`config.mk`:
```
export PLATFORM = sky130hd
export DESIGN_NAME = mdio_mgmt_engine
export DESIGN_NICKNAME = d
export VERILOG_FILES = /design/src/rtl/mdio_mgmt_pkg.sv /design/src/rtl/mdio_mdc_gen.sv /design/src/rtl/mdio_frame_seq.sv /design/src/rtl/mdio_mgmt_engine.sv
export SDC_FILE = /design/constraint.sdc
export NUM_CORES = 1
export LEC_CHECK = 0
export BUFFER_PORTS_ARGS = -buffer_cell sky130_fd_sc_hd__buf_2
export CAP_MARGIN = 20
export CORE_MARGIN = 1.5
export CORE_UTILIZATION = 50
export CTS_BUF_LIST = sky130_fd_sc_hd__clkbuf_2
export CTS_CLUSTER_SIZE = 24
export DETAILED_ROUTE_END_ITERATION = 10
export PLACE_DENSITY = 0.71
export SLEW_MARGIN = 10
export SYNTH_ARGS = -nofsm -noshare
export SYNTH_HDL_FRONTEND = slang
export SYNTH_HIERARCHICAL = 1
export SYNTH_SLANG_ARGS = --single-unit
export TNS_END_PERCENT = 50
```
`constraint.sdc`:
```
create_clock -name clk -period 5.1 [get_ports clk]
set_input_delay 1.02 -clock clk [delete_from_list [all_inputs] [get_ports clk]]
set_output_delay 1.02 -clock clk [all_outputs]
set_load 0.02 [all_outputs]
```
`src/rtl/mdio_mgmt_pkg.sv`:
```
package mdio_mgmt_pkg;

  localparam int CMD_W  = 32;
  localparam int DATA_W = 16;
  localparam int OP_HI  = 29;
  localparam int OP_LO  = 28;

  typedef enum logic [1:0] {
    OPC_NONE  = 2'b00,
    OPC_WRITE = 2'b01,
    OPC_READ  = 2'b10,
    OPC_RSVD  = 2'b11
  } mdio_op_e;

  function automatic logic word_is_read(input logic [CMD_W-1:0] w);
    return mdio_op_e'(w[OP_HI:OP_LO]) == OPC_READ;
  endfunction

endpackage

```
`src/rtl/mdio_mdc_gen.sv`:
```
module mdio_mdc_gen #(
  parameter int DIV_A = 32,
  parameter int DIV_B = 48,
  parameter int CNT_W = 6
) (
  input  logic clk,
  input  logic rst,
  input  logic run,
  input  logic sel,
  output logic mdc,
  output logic rise_tick,
  output logic fall_tick
);

  logic [CNT_W-1:0] cnt;
  logic [CNT_W-1:0] lim;
  logic [CNT_W-1:0] half;

  always_comb begin
    lim  = sel ? CNT_W'(DIV_B - 1) : CNT_W'(DIV_A - 1);
    half = sel ? CNT_W'(DIV_B / 2 - 1) : CNT_W'(DIV_A / 2 - 1);
    rise_tick = run && (cnt == half);
    fall_tick = run && (cnt >= lim);
  end

  always_ff @(posedge clk) begin
    if (rst || !run) begin
      cnt <= '0;
      mdc <= 1'b0;
    end else begin
      cnt <= fall_tick ? '0 : cnt + 1'b1;
      if (rise_tick)
        mdc <= 1'b1;
      else if (fall_tick)
        mdc <= 1'b0;
    end
  end

endmodule

```
`src/rtl/mdio_frame_seq.sv`:
```
module mdio_frame_seq
  import mdio_mgmt_pkg::*;
#(
  parameter int PRE_LEN = 32,
  parameter int IDX_W   = 6
) (
  input  logic              clk,
  input  logic              rst,
  input  logic              start,
  input  logic              stop,
  input  logic [CMD_W-1:0]  start_word,
  input  logic              rise_tick,
  input  logic              fall_tick,
  input  logic              mdio_i,
  output logic              mdio_o,
  output logic              mdio_oe,
  output logic              last_bit,
  output logic              rd_active,
  output logic [DATA_W-1:0] rd_data
);

  localparam int FRAME_LEN  = PRE_LEN + CMD_W;
  localparam int LAST       = FRAME_LEN - 1;
  localparam int TA_FIRST   = FRAME_LEN - DATA_W - 2;
  localparam int DATA_FIRST = FRAME_LEN - DATA_W;

  logic [FRAME_LEN-1:0] out_sh;
  logic [IDX_W-1:0]     bit_idx;
  logic [IDX_W-1:0]     next_idx;

  assign next_idx = bit_idx + 1'b1;
  assign last_bit = (bit_idx == IDX_W'(LAST));

  always_ff @(posedge clk) begin
    if (rst) begin
      out_sh    <= '0;
      bit_idx   <= '0;
      mdio_o    <= 1'b1;
      mdio_oe   <= 1'b0;
      rd_active <= 1'b0;
      rd_data   <= '0;
    end else if (start) begin
      out_sh    <= {{PRE_LEN{1'b1}}, start_word};
      bit_idx   <= '0;
      mdio_o    <= 1'b1;
      mdio_oe   <= 1'b1;
      rd_active <= word_is_read(start_word);
      rd_data   <= '0;
    end else if (stop) begin
      mdio_o    <= 1'b1;
      mdio_oe   <= 1'b0;
    end else begin
      if (rise_tick && rd_active && (bit_idx >= IDX_W'(DATA_FIRST)))
        rd_data <= {rd_data[DATA_W-2:0], mdio_i};
      if (fall_tick) begin
        bit_idx <= next_idx;
        out_sh  <= {out_sh[FRAME_LEN-2:0], 1'b0};
        mdio_o  <= out_sh[FRAME_LEN-2];
        mdio_oe <= !(rd_active && (next_idx >= IDX_W'(TA_FIRST)));
      end
    end
  end

endmodule

```
`src/rtl/mdio_mgmt_engine.sv`:
```
module mdio_mgmt_engine
  import mdio_mgmt_pkg::*;
#(
  parameter int DIV_FAST = 32,
  parameter int DIV_SLOW = 48,
  parameter int PRE_LEN  = 32
) (
  input  logic             clk,
  input  logic             rst,
  input  logic             mgmt_en,
  input  logic             div_sel,
  input  logic             cmd_wr,
  input  logic [CMD_W-1:0] cmd_wdata,
  output logic [CMD_W-1:0] cmd_rdata,
  output logic             idle,
  output logic             mdc,
  output logic             mdio_o,
  output logic             mdio_oe,
  input  logic             mdio_i
);

  localparam int FRAME_LEN = PRE_LEN + CMD_W;
  localparam int IDX_W     = $clog2(FRAME_LEN);
  localparam int DIV_MAX   = (DIV_SLOW > DIV_FAST) ? DIV_SLOW : DIV_FAST;
  localparam int CNT_W     = $clog2(DIV_MAX);

  logic [CMD_W-1:0]  cmd_reg;
  logic              idle_q;
  logic              div_q;
  logic              rise_tick, fall_tick, last_bit, rd_active;
  logic [DATA_W-1:0] rd_data;
  logic              accept, abort, done;

  assign accept = cmd_wr && idle_q && mgmt_en;
  assign abort  = !idle_q && !mgmt_en;
  assign done   = !idle_q && fall_tick && last_bit;

  always_ff @(posedge clk) begin
    if (rst) begin
      cmd_reg <= '0;
      idle_q  <= 1'b1;
      div_q   <= 1'b0;
    end else if (accept) begin
      cmd_reg <= cmd_wdata;
      idle_q  <= 1'b0;
      div_q   <= div_sel;
    end else if (abort) begin
      idle_q  <= 1'b1;
    end else if (done) begin
      idle_q  <= 1'b1;
      if (rd_active)
        cmd_reg[DATA_W-1:0] <= rd_data;
    end
  end

  assign cmd_rdata = cmd_reg;
  assign idle      = idle_q;

  mdio_mdc_gen #(
    .DIV_A (DIV_FAST),
    .DIV_B (DIV_SLOW),
    .CNT_W (CNT_W)
  ) u_mdc_gen (
    .clk       (clk),
    .rst       (rst),
    .run       (!idle_q),
    .sel       (div_q),
    .mdc       (mdc),
    .rise_tick (rise_tick),
    .fall_tick (fall_tick)
  );

  mdio_frame_seq #(
    .PRE_LEN (PRE_LEN),
    .IDX_W   (IDX_W)
  ) u_frame_seq (
    .clk        (clk),
    .rst        (rst),
    .start      (accept),
    .stop       (abort || done),
    .start_word (cmd_wdata),
    .rise_tick  (rise_tick),
    .fall_tick  (fall_tick),
    .mdio_i     (mdio_i),
    .mdio_o     (mdio_o),
    .mdio_oe    (mdio_oe),
    .last_bit   (last_bit),
    .rd_active  (rd_active),
    .rd_data    (rd_data)
  );

endmodule

```
# Word-level counts from Yosys, hierarchy flattened

Index checks and enable logic that the tools add are counted.

Bits in registers: 129
Input bits: 38

Add/sub/neg operators: 2
Order comparisons: 3
Equal/unequal tests: 5
Multiplexer cells: 17
Bitwise gates (word level): 1
Reduce and logical (&&, ||, !) cells: 28

Operators by type and width:

| kind                  | count |
|---|---|
| $mux W63              | 3 |
| $mux W16              | 4 |
| $add A6 B1 Y6 const B | 2 |
| $ge A6 B6 Y1 const B  | 2 |
| $logic_and A1 B1 Y1   | 10 |
| $mux W1               | 8 |
| $reduce_bool A2 Y1    | 4 |
| $eq A6 B6 Y1          | 1 |
| $eq A6 B6 Y1 const B  | 1 |
| $ge A6 B6 Y1          | 1 |
| $mux W6               | 1 |
| $reduce_and A2 Y1     | 3 |
| $reduce_bool A3 Y1    | 2 |
| $mux W5               | 1 |
| $ne A2 B2 Y1 const B  | 2 |
| $reduce_or A2 Y1      | 2 |
| $logic_not A1 Y1      | 3 |
| $reduce_and A3 Y1     | 1 |
| $reduce_or A3 Y1      | 1 |
| $eq A2 B2 Y1 const B  | 1 |
| $logic_or A1 B1 Y1    | 2 |
| $not A1 Y1            | 1 |

# Depth between registers and ports, before layout

Gate-level depths: netlist of the first run.

Depth after elaboration: 8
Mapped depth: 12

# Cells and area by module

Netlist of the first run, hierarchy kept.

Modules (own cells, without submodules):

| module           | times used | cells each | area each (um^2) | sequential area each (um^2) |
|---|---|---|---|---|
| mdio_frame_seq   | 1          | 426        | 3542.1           | 1761.7 |
| mdio_mgmt_engine | 1          | 194        | 1767.9           | 680.7 |
| mdio_mdc_gen     | 1          | 38         | 357.8            | 140.1 |

# Least setup slack after synthesis of the first run

Ideal clock, no wire load.

Path type: input to register
Start point: in mgmt_en
End point: reg u_frame_seq.out_sh[29]
Arrival time: 2.460 ns
Path slack: 2.508 ns
Stages: 8
Path through: buf_4 bufbuf_16 a21oi_1 nand2b_1 buf_4 mux2_2 nand2_1 a21oi_1

Longest elaborated chain between the ends: 5

RTL lines:

| item                               | line                   | text |
|---|---|---|
| from (decl)                        | mdio_mgmt_engine.sv:10 | `input logic mgmt_en,` |
| $logic_not A1 Y1                   | mdio_mgmt_engine.sv:35 | `assign abort = !idle_q && !mgmt_en;` |
| $logic_and A1 B1 Y1                | mdio_mgmt_engine.sv:35 |  |
| $logic_or A1 B1 Y1                 | mdio_mgmt_engine.sv:80 | `.stop (abort \|\| done),` |
| $ne A2 B2 Y1 (no source line)      | -                      |  |
| $reduce_and A2 Y1 (no source line) | -                      |  |
| to (signal assigned)               | mdio_frame_seq.sv:43   | `out_sh <= {{PRE_LEN{1'b1}}, start_word};` |
| to (signal assigned)               | mdio_frame_seq.sv:57   | `out_sh <= {out_sh[FRAME_LEN-2:0], 1'b0};` |
| to (decl)                          | mdio_frame_seq.sv:27   | `logic [FRAME_LEN-1:0] out_sh;` |

Parallel ways exist; a longest one is shown, timed or not.
A chain may end at the register's enable or synchronous reset.

# Worst setup path in the final report of the first run

Start point: reg div_q
End point: reg u_frame_seq.out_sh[18]

Longest elaborated chain between the ends: 8

RTL lines:

| item                                   | line                   | text |
|---|---|---|
| from (decl)                            | mdio_mgmt_engine.sv:29 | `logic div_q;` |
| from (signal assigned)                 | mdio_mgmt_engine.sv:46 | `div_q <= div_sel;` |
| $mux W6 (*)                            | mdio_mdc_gen.sv:20     | `lim = sel ? CNT_W'(DIV_B - 1) : CNT_W'(DIV_A - 1);` |
| $ge A6 B6 Y1 (*)                       | mdio_mdc_gen.sv:23     | `fall_tick = run && (cnt >= lim);` |
| $logic_and A1 B1 Y1 (*)                | mdio_mdc_gen.sv:23     |  |
| net fall_tick                          | mdio_mgmt_engine.sv:30 | `logic rise_tick, fall_tick, last_bit, rd_active;` |
| $logic_and A1 B1 Y1 (2 in series)      | mdio_mgmt_engine.sv:36 | `assign done = !idle_q && fall_tick && last_bit;` |
| $logic_or A1 B1 Y1                     | mdio_mgmt_engine.sv:80 |  |
| $ne A2 B2 Y1 (no source line)          | -                      |  |
| $reduce_and A2 Y1 (no source line) (*) | -                      |  |

The timed path passes the listed nets; every way through them passes the cells marked *.

==> metrics, run 1 <==
post-DP HPWL=7670 µm; Worst setup EP type=flop; setup_tns=0 ps; clock skew=27.9 ps; Final setup viols=0; Total Wirelength=12300 µm; syn avg cell area=8.61 µm²; Synth Flop Type=dfxtp_1; top cell type's share of synthesized area=45.6%; Yosys reg bits=129; Inserted Clock Buffers=17; fin. max-slew vios=0; post-layout min period=3540 ps; vias per cell=5.54; Mapped Nets=701; final hold violation count=0; slew at the pin closest to its max-slew limit=1070 ps; Hold Buf Count CTS=0; CP arrival=4120 ps; Antenna Cells=0; # clock sinks=129; chip width=109 µm; WL/cell=14.5 µm; drt initial violations=340; cell area after synthesis=0.00567 mm²; clk_lat worst skew=680 ps; Worst setup SP type=flop; share of post-route cells with drive strength above 1=20.5%; setup bufs post-CTS=0; vias post-DR=4722; Die Ht=109 µm; core area=0.0109 mm²; # H-tree levels=4; post-CTS resize count=0; die area=0.0120 mm²; Reg-to-Reg End=u_frame_seq/out_sh[18]; Routed Antenna Nets=0; Layout area overhead=7.13%; Max Cap Viol=0; Critical Path RT=5680 ps; Pleak=2.42 nW; Achievable Freq=283 MHz; fin nets=743; IO buf count=73; Critical Path End=u_frame_seq/out_sh[18]; RSZ-0062 raised after global routing=no; initial antenna violation count=0; synth top area cells=dfxtp_1, nand2_1, a31oi_1; relative slew slack=28.6%; vias in the first global route=4407; clock slew at reported path FFs=170 ps; Setup crit start=div_q; r2r worst-path depth=10; leading area contributor after synthesis=dfxtp_1; TritonCTS clock tree=built; CP Class=flop to flop; sequential fraction of the synthesis area=45.6%; Ys Warns=6; status=complete, no violations; root buffer cell=clkbuf_2; initial core utilization=51.8%; PnR worst setup slack=1560 ps; Syn Inst Count=658; largest net degree at the start of global routing=102; RR Startpoint=div_q; gr usage total=21.8%; Final period util=69.4%; # rows=38; critical path fanouts, max=44; worst hold slack=462 ps; clock tree buffer depth=2; reg2reg setup slack=1560 ps; Top Ports=74; pre-CTS setup slack=1420 ps; Cell variety after synth=50; pwr/cell area=295 mW/mm²; Post-synth EDFFs=0; DRC=0; GRT Residual Overflow=0; drt pass-1 iters=5; gpl congestion=0.791; Async SR Flop Fraction=0%; global-route wire length before repair=20700 µm; Max VDD drop=0.118 mV; worst hold-check path type=flop to flop
worst min-delay path by stage:
stage	slack [ps]	from	to	cells past startpoint
floorplan	420	u_mdc_gen/cnt[0]	u_mdc_gen/cnt[0]	1
global placement	430	u_mdc_gen/cnt[0]	u_mdc_gen/cnt[0]	1
detailed placement	440	u_mdc_gen/cnt[0]	u_mdc_gen/cnt[0]	1
CTS	460	u_mdc_gen/cnt[0]	u_mdc_gen/cnt[0]	1
global route	490	u_frame_seq/out_sh[34]	u_frame_seq/out_sh[35]	2
finish	460	cmd_rdata[20]	cmd_rdata[20]	2
power by group:
group,total (mW),switching [mW],internal (mW)
registers,1.09,0.0284,1.06
logic,0.179,0.112,0.0675
clock network,0.524,0.350,0.175
layout make-up:
cell class                      count  area, µm²
Inverter                            9       35.0
Sequential cell                   129       2580
Clock buffer                       22        110
Multi-Input combinational cell    466       2690
Clock inverter                      9       67.6
Fill cell                        1024       4860
Tap cell                          140        175
Timing Repair Buffer               77        410
metal layers:
metal	global-route usage [%]	up-vias	part of all wire, %
met3	5.51	15	5.0
met2	35.1	119	46
li1	-	2364	-
met4	8.26	0	1.4
met1	28.0	2224	48
met5	0	-	0
cells in the final DEF, fill, tap and decap left out, types with 4 or more instances in the layout:
master	count
mux2i_1	17
clkinv_2	7
a21oi_1	14
ha_1	5
a31oi_1	64
nand3_2	11
nor2_1	64
nor2b_1	15
clkbuf_2	22
a311oi_1	30
xnor2_1	5
buf_4	4
xor2_1	6
a21oi_2	10
dfxtp_1	129
nand3b_1	16
nand2_2	9
nand2_1	156
buf_2	72
nand3_1	11
inv_1	7
Yosys cell counts, types with 2 or more instances:
library cell,count
buf_4,8
a21oi_1,14
o21a_1,2
nand2_2,9
mux2i_1,17
nand3_1,11
nor2b_1,15
nand4_1,2
xor2_1,6
a21oi_2,10
nor2_1,64
o211a_1,2
nand2b_1,2
clkbuf_1,21
nand2_1,156
a31oi_1,64
xnor2_1,5
inv_1,8
and2b_1,3
nand3b_1,16
nand3_2,11
and3_1,3
buf_6,6
a311oi_1,30
buf_2,14
o21ai_0,3
dfxtp_1,129
ha_1,5
kinds of logic after synthesis:
kind of cell / share of synthesized area (%)
AOI/OAI and AO/OA: 16.2
muxes: 3.20
DFF: 45.6
buffers and inverters: 7.09
xor gates and xnor gates: 1.70
and+or+nand+nor: 25.1
adders and majority gates: 1.10
through the flow:
stage,cell area [µm²],power (mW),cells,util (%)
floorplan,5670,1.24,658,-
global placement,5890,1.28,821,53.9
detailed placement,5890,1.29,821,53.9
CTS,6070,1.80,852,55.5
global route,6070,1.88,852,55.5
finish,6070,1.79,852,55.5
registers in the layout, indices dropped and copies added, names as in the netlist:
register	cells
cmd_rdata	32
div_q	1
idle	1
u_frame_seq/bit_idx	6
u_frame_seq/mdio_o	1
u_frame_seq/mdio_oe	1
u_frame_seq/out_sh	63
u_frame_seq/rd_active	1
u_frame_seq/rd_data	16
u_mdc_gen/cnt	6
u_mdc_gen/mdc	1
worst max-delay path, stage by stage, from the launching register on:
cell      delay [ps]
dfxtp_1          380
ha_1             310
a41oi_1          190
nor2_1           140
o21a_1           330
nand2_1           90
a21oi_1          460
nand2b_2         790
buf_4            380
nand2_1           80
a311oi_1         250
Note: power is estimated with default switching activity, not from simulation.
==> run 2: changes to the inputs <==
--- a/config.mk
+++ b/config.mk
@@ -5,6 +5,7 @@
 export SDC_FILE = /design/constraint.sdc
 export NUM_CORES = 1
 export LEC_CHECK = 0
+export ABC_AREA = 1
 export BUFFER_PORTS_ARGS = -buffer_cell sky130_fd_sc_hd__buf_2
 export CAP_MARGIN = 20
 export CORE_MARGIN = 1.5
@@ -12,7 +13,7 @@
 export CTS_BUF_LIST = sky130_fd_sc_hd__clkbuf_2
 export CTS_CLUSTER_SIZE = 24
 export DETAILED_ROUTE_END_ITERATION = 10
-export PLACE_DENSITY = 0.71
+export PLACE_DENSITY = 0.74
 export SLEW_MARGIN = 10
 export SYNTH_ARGS = -nofsm -noshare
 export SYNTH_HDL_FRONTEND = slang
==> constraint.sdc (replaced) <==
create_clock -name clk -period 2.9 [get_ports clk]
set_input_delay 0.58 -clock clk [delete_from_list [all_inputs] [get_ports clk]]
set_output_delay 0.58 -clock clk [all_outputs]
set_load 0.02 [all_outputs]
==> metrics, run 2 <==
status=complete, no violations (unchanged); IO buf count=73 (unchanged); top cell type's share of synthesized area=47.5% (was 45.6%); share of post-route cells with drive strength above 1=17.0% (was 20.5%); Async SR Flop Fraction=0% (unchanged); setup_tns=0 ps (unchanged); P_int=2.29 mW (was 1.30 mW); drt initial violations=317 (was 340); cell area after synthesis=0.00544 mm² (was 0.00567 mm²); Final period util=90.2% (was 69.4%); relative slew slack=41.5% (was 28.6%); leading area contributor after synthesis=dfxtp_1 (unchanged); Worst setup SP type=flop (unchanged); top routing layer used=met4 (unchanged); Total Wirelength=12400 µm (was 12300 µm); NetSw=988 µW (was 490 µW); # rows=37 (was 38); post-layout min period=2620 ps (was 3540 ps); WL/cell=13.1 µm (was 14.5 µm); GRT Residual Overflow=0 (unchanged); Largest register FFs=63 (unchanged); post-DP HPWL=8240 µm (was 7670 µm); WL met2=5990 µm (was 5670 µm); synth top area cells=dfxtp_1, nand2_1, a21oi_1 (was dfxtp_1, nand2_1, a31oi_1); most frequent cell after synthesis=nand2_1 (unchanged); Post-synth EDFFs=0 (unchanged); chip width=107 µm (was 109 µm); most common cell after layout, fill and taps aside=nand2_1 (unchanged); Final setup viols=0 (unchanged); largest reg by FF count=u_frame_seq/out_sh (unchanged); Routed Antenna Nets=0 (unchanged); Syn Inst Count=739 (was 658); syn avg cell area=7.36 µm² (was 8.61 µm²); Pleak=2.64 nW (was 2.42 nW); Mapped Nets=782 (was 701); Critical Path RT=3480 ps (was 5680 ps); met1 wire length=5720 µm (was 5880 µm); die area=0.0115 mm² (was 0.0120 mm²); Achievable Freq=382 MHz (was 283 MHz); pwr/cell area=546 mW/mm² (was 295 mW/mm²); gr usage total=22.4% (was 21.8%); vias in the first global route=4628 (was 4407); Synth Flop Type=dfxtp_1 (unchanged); critical path fanouts, max=21 (was 44); Die Ht=107 µm (was 109 µm); Ys Warns=6 (unchanged); # H-tree levels=4 (unchanged); global-route wire length before repair=20700 µm (about the same); vias per cell=5.23 (was 5.54); clock tree buffer depth=2 (unchanged); final hold violation count=0 (unchanged); # clock sinks=129 (unchanged); fin. max-slew vios=0 (unchanged); fin nets=838 (was 743); DRC=0 (unchanged); Antenna Cells=0 (unchanged); worst hold-check path type=input port to flop (was flop to flop); root buffer cell=clkbuf_2 (unchanged); initial core utilization=52.2% (was 51.8%); vias post-DR=4934 (was 4722); TritonCTS clock tree=built (unchanged); gpl congestion=0.882 (was 0.791); Top Ports=74 (unchanged); CP Class=flop to flop (unchanged); commonest cells after routing, fill and taps aside=nand2_1, dfxtp_1, nor2_1, buf_2, a21oi_1 (was nand2_1, dfxtp_1, buf_2, a31oi_1, nor2_1); Layout area overhead=10.5% (was 7.13%); clock share of power=31.2% (was 29.3%); Hold Buf Count CTS=0 (unchanged); slew at the pin closest to its max-slew limit=877 ps (was 1070 ps); Synth top cells by count=nand2_1, dfxtp_1, nor2_1 (was nand2_1, dfxtp_1, a31oi_1, nor2_1, a311oi_1); worst hold slack=146 ps (was 462 ps); Worst setup EP type=flop (unchanged); RSZ-0062 raised after global routing=no (unchanged); setup bufs post-CTS=0 (unchanged); Sw Ratio=30.1% (was 27.4%); CP arrival=3190 ps (was 4120 ps); post-CTS resize count=0 (unchanged); clk_lat worst skew=660 ps (was 680 ps); Max VDD drop=0.261 mV (was 0.118 mV); initial antenna violation count=0 (unchanged); Max Cap Viol=0 (unchanged); sequential fraction of the synthesis area=47.5% (was 45.6%); drt pass-1 iters=5 (unchanged); core area=0.0104 mm² (was 0.0109 mm²); clock skew=42.5 ps (was 27.9 ps); Cell variety after synth=36 (was 50); sequential power share=58.1% (was 60.7%); Comb power frac=10.7% (was 10.0%); met3 wire length=574 µm (was 623 µm); largest net degree at the start of global routing=51 (was 102); Inserted Clock Buffers=17 (unchanged); total power draw=3.28 mW (was 1.79 mW); clock slew at reported path FFs=210 ps (was 170 ps); Yosys reg bits=129 (unchanged)
[run 2: power by group through the flow]
stage / clock network [mW] / logic, mW / registers (mW)
after floorplan: 0 / 0.216 / 1.97
after global placement: 0 / 0.340 / 1.94
after detailed placement: 0 / 0.350 / 1.94
after CTS: 1.05 / 0.351 / 1.91
after global routing: 1.13 / 0.394 / 1.92
final: 1.02 / 0.350 / 1.91
[run 2: layout make-up]
| class | count | area [µm²] |
|---|---|---|
| inverter | 48 | 183 |
| clock buffer | 17 | 85.1 |
| timing repair buffer | 82 | 433 |
| fill | 1002 | 4410 |
| multi-input combinational | 517 | 2410 |
| tap | 136 | 170 |
| clock inverter | 15 | 139 |
| sequential | 129 | 2580 |
[run 2: final timing paths]
path / from / to / slack [ps] / cells past startpoint
worst min register to register: u_mdc_gen/cnt[0] / u_mdc_gen/cnt[0] / 480 / 1
worst min-delay path: cmd_wdata[21] / cmd_rdata[21] / 150 / 3
worst max register to register: div_q / u_frame_seq/bit_idx[3] / 280 / 13
worst max-delay path: div_q / u_frame_seq/bit_idx[3] / 280 / 13
[run 2: critical path: stages (launching register included)]
cell and delay (ps):
dfxtp_1 440, inv_1 80, ha_1 310, a21oi_1 180, o21ai_2 80, nand2_2 100
inv_1 80, nand2_1 90, a21oi_1 110, nor2_4 330, inv_1 350, a21oi_1 220
o21ai_0 110, inv_1 70
[run 2: logic make-up (layout without fill, tap and decap cells)]
| family | Yosys count | in the layout | synth area share (%) |
|---|---|---|---|
| AOI/OAI and AO/OA | 164 | 164 | 16.3 |
| xor gates and xnor gates | 4 | 4 | 0.644 |
| adders and majority gates | 5 | 5 | 1.15 |
| buffers and inverters | 93 | 162 | 8.10 |
| DFF | 129 | 129 | 47.5 |
| and+or+nand+nor | 344 | 344 | 26.3 |
[run 2: metal layers]
metal	global-route usage (%)	vias up
li1	-	2515
met1	28.1	2285
met2	38.2	123
met3	5.33	11
met4	6.67	0
met5	0	-
[run 2: stage by stage]
step | std cells | instance area [µm²] | util [%] | worst slack (ps)
after CTS | 944 | 6010 | 57.7 | 322
after floorplan | 739 | 5440 | - | 602
after global routing | 944 | 6010 | 57.7 | 27.2
after detailed placement | 912 | 5780 | 55.5 | 374
after global placement | 912 | 5780 | 55.5 | 488
final | 944 | 6010 | 57.7 | 285
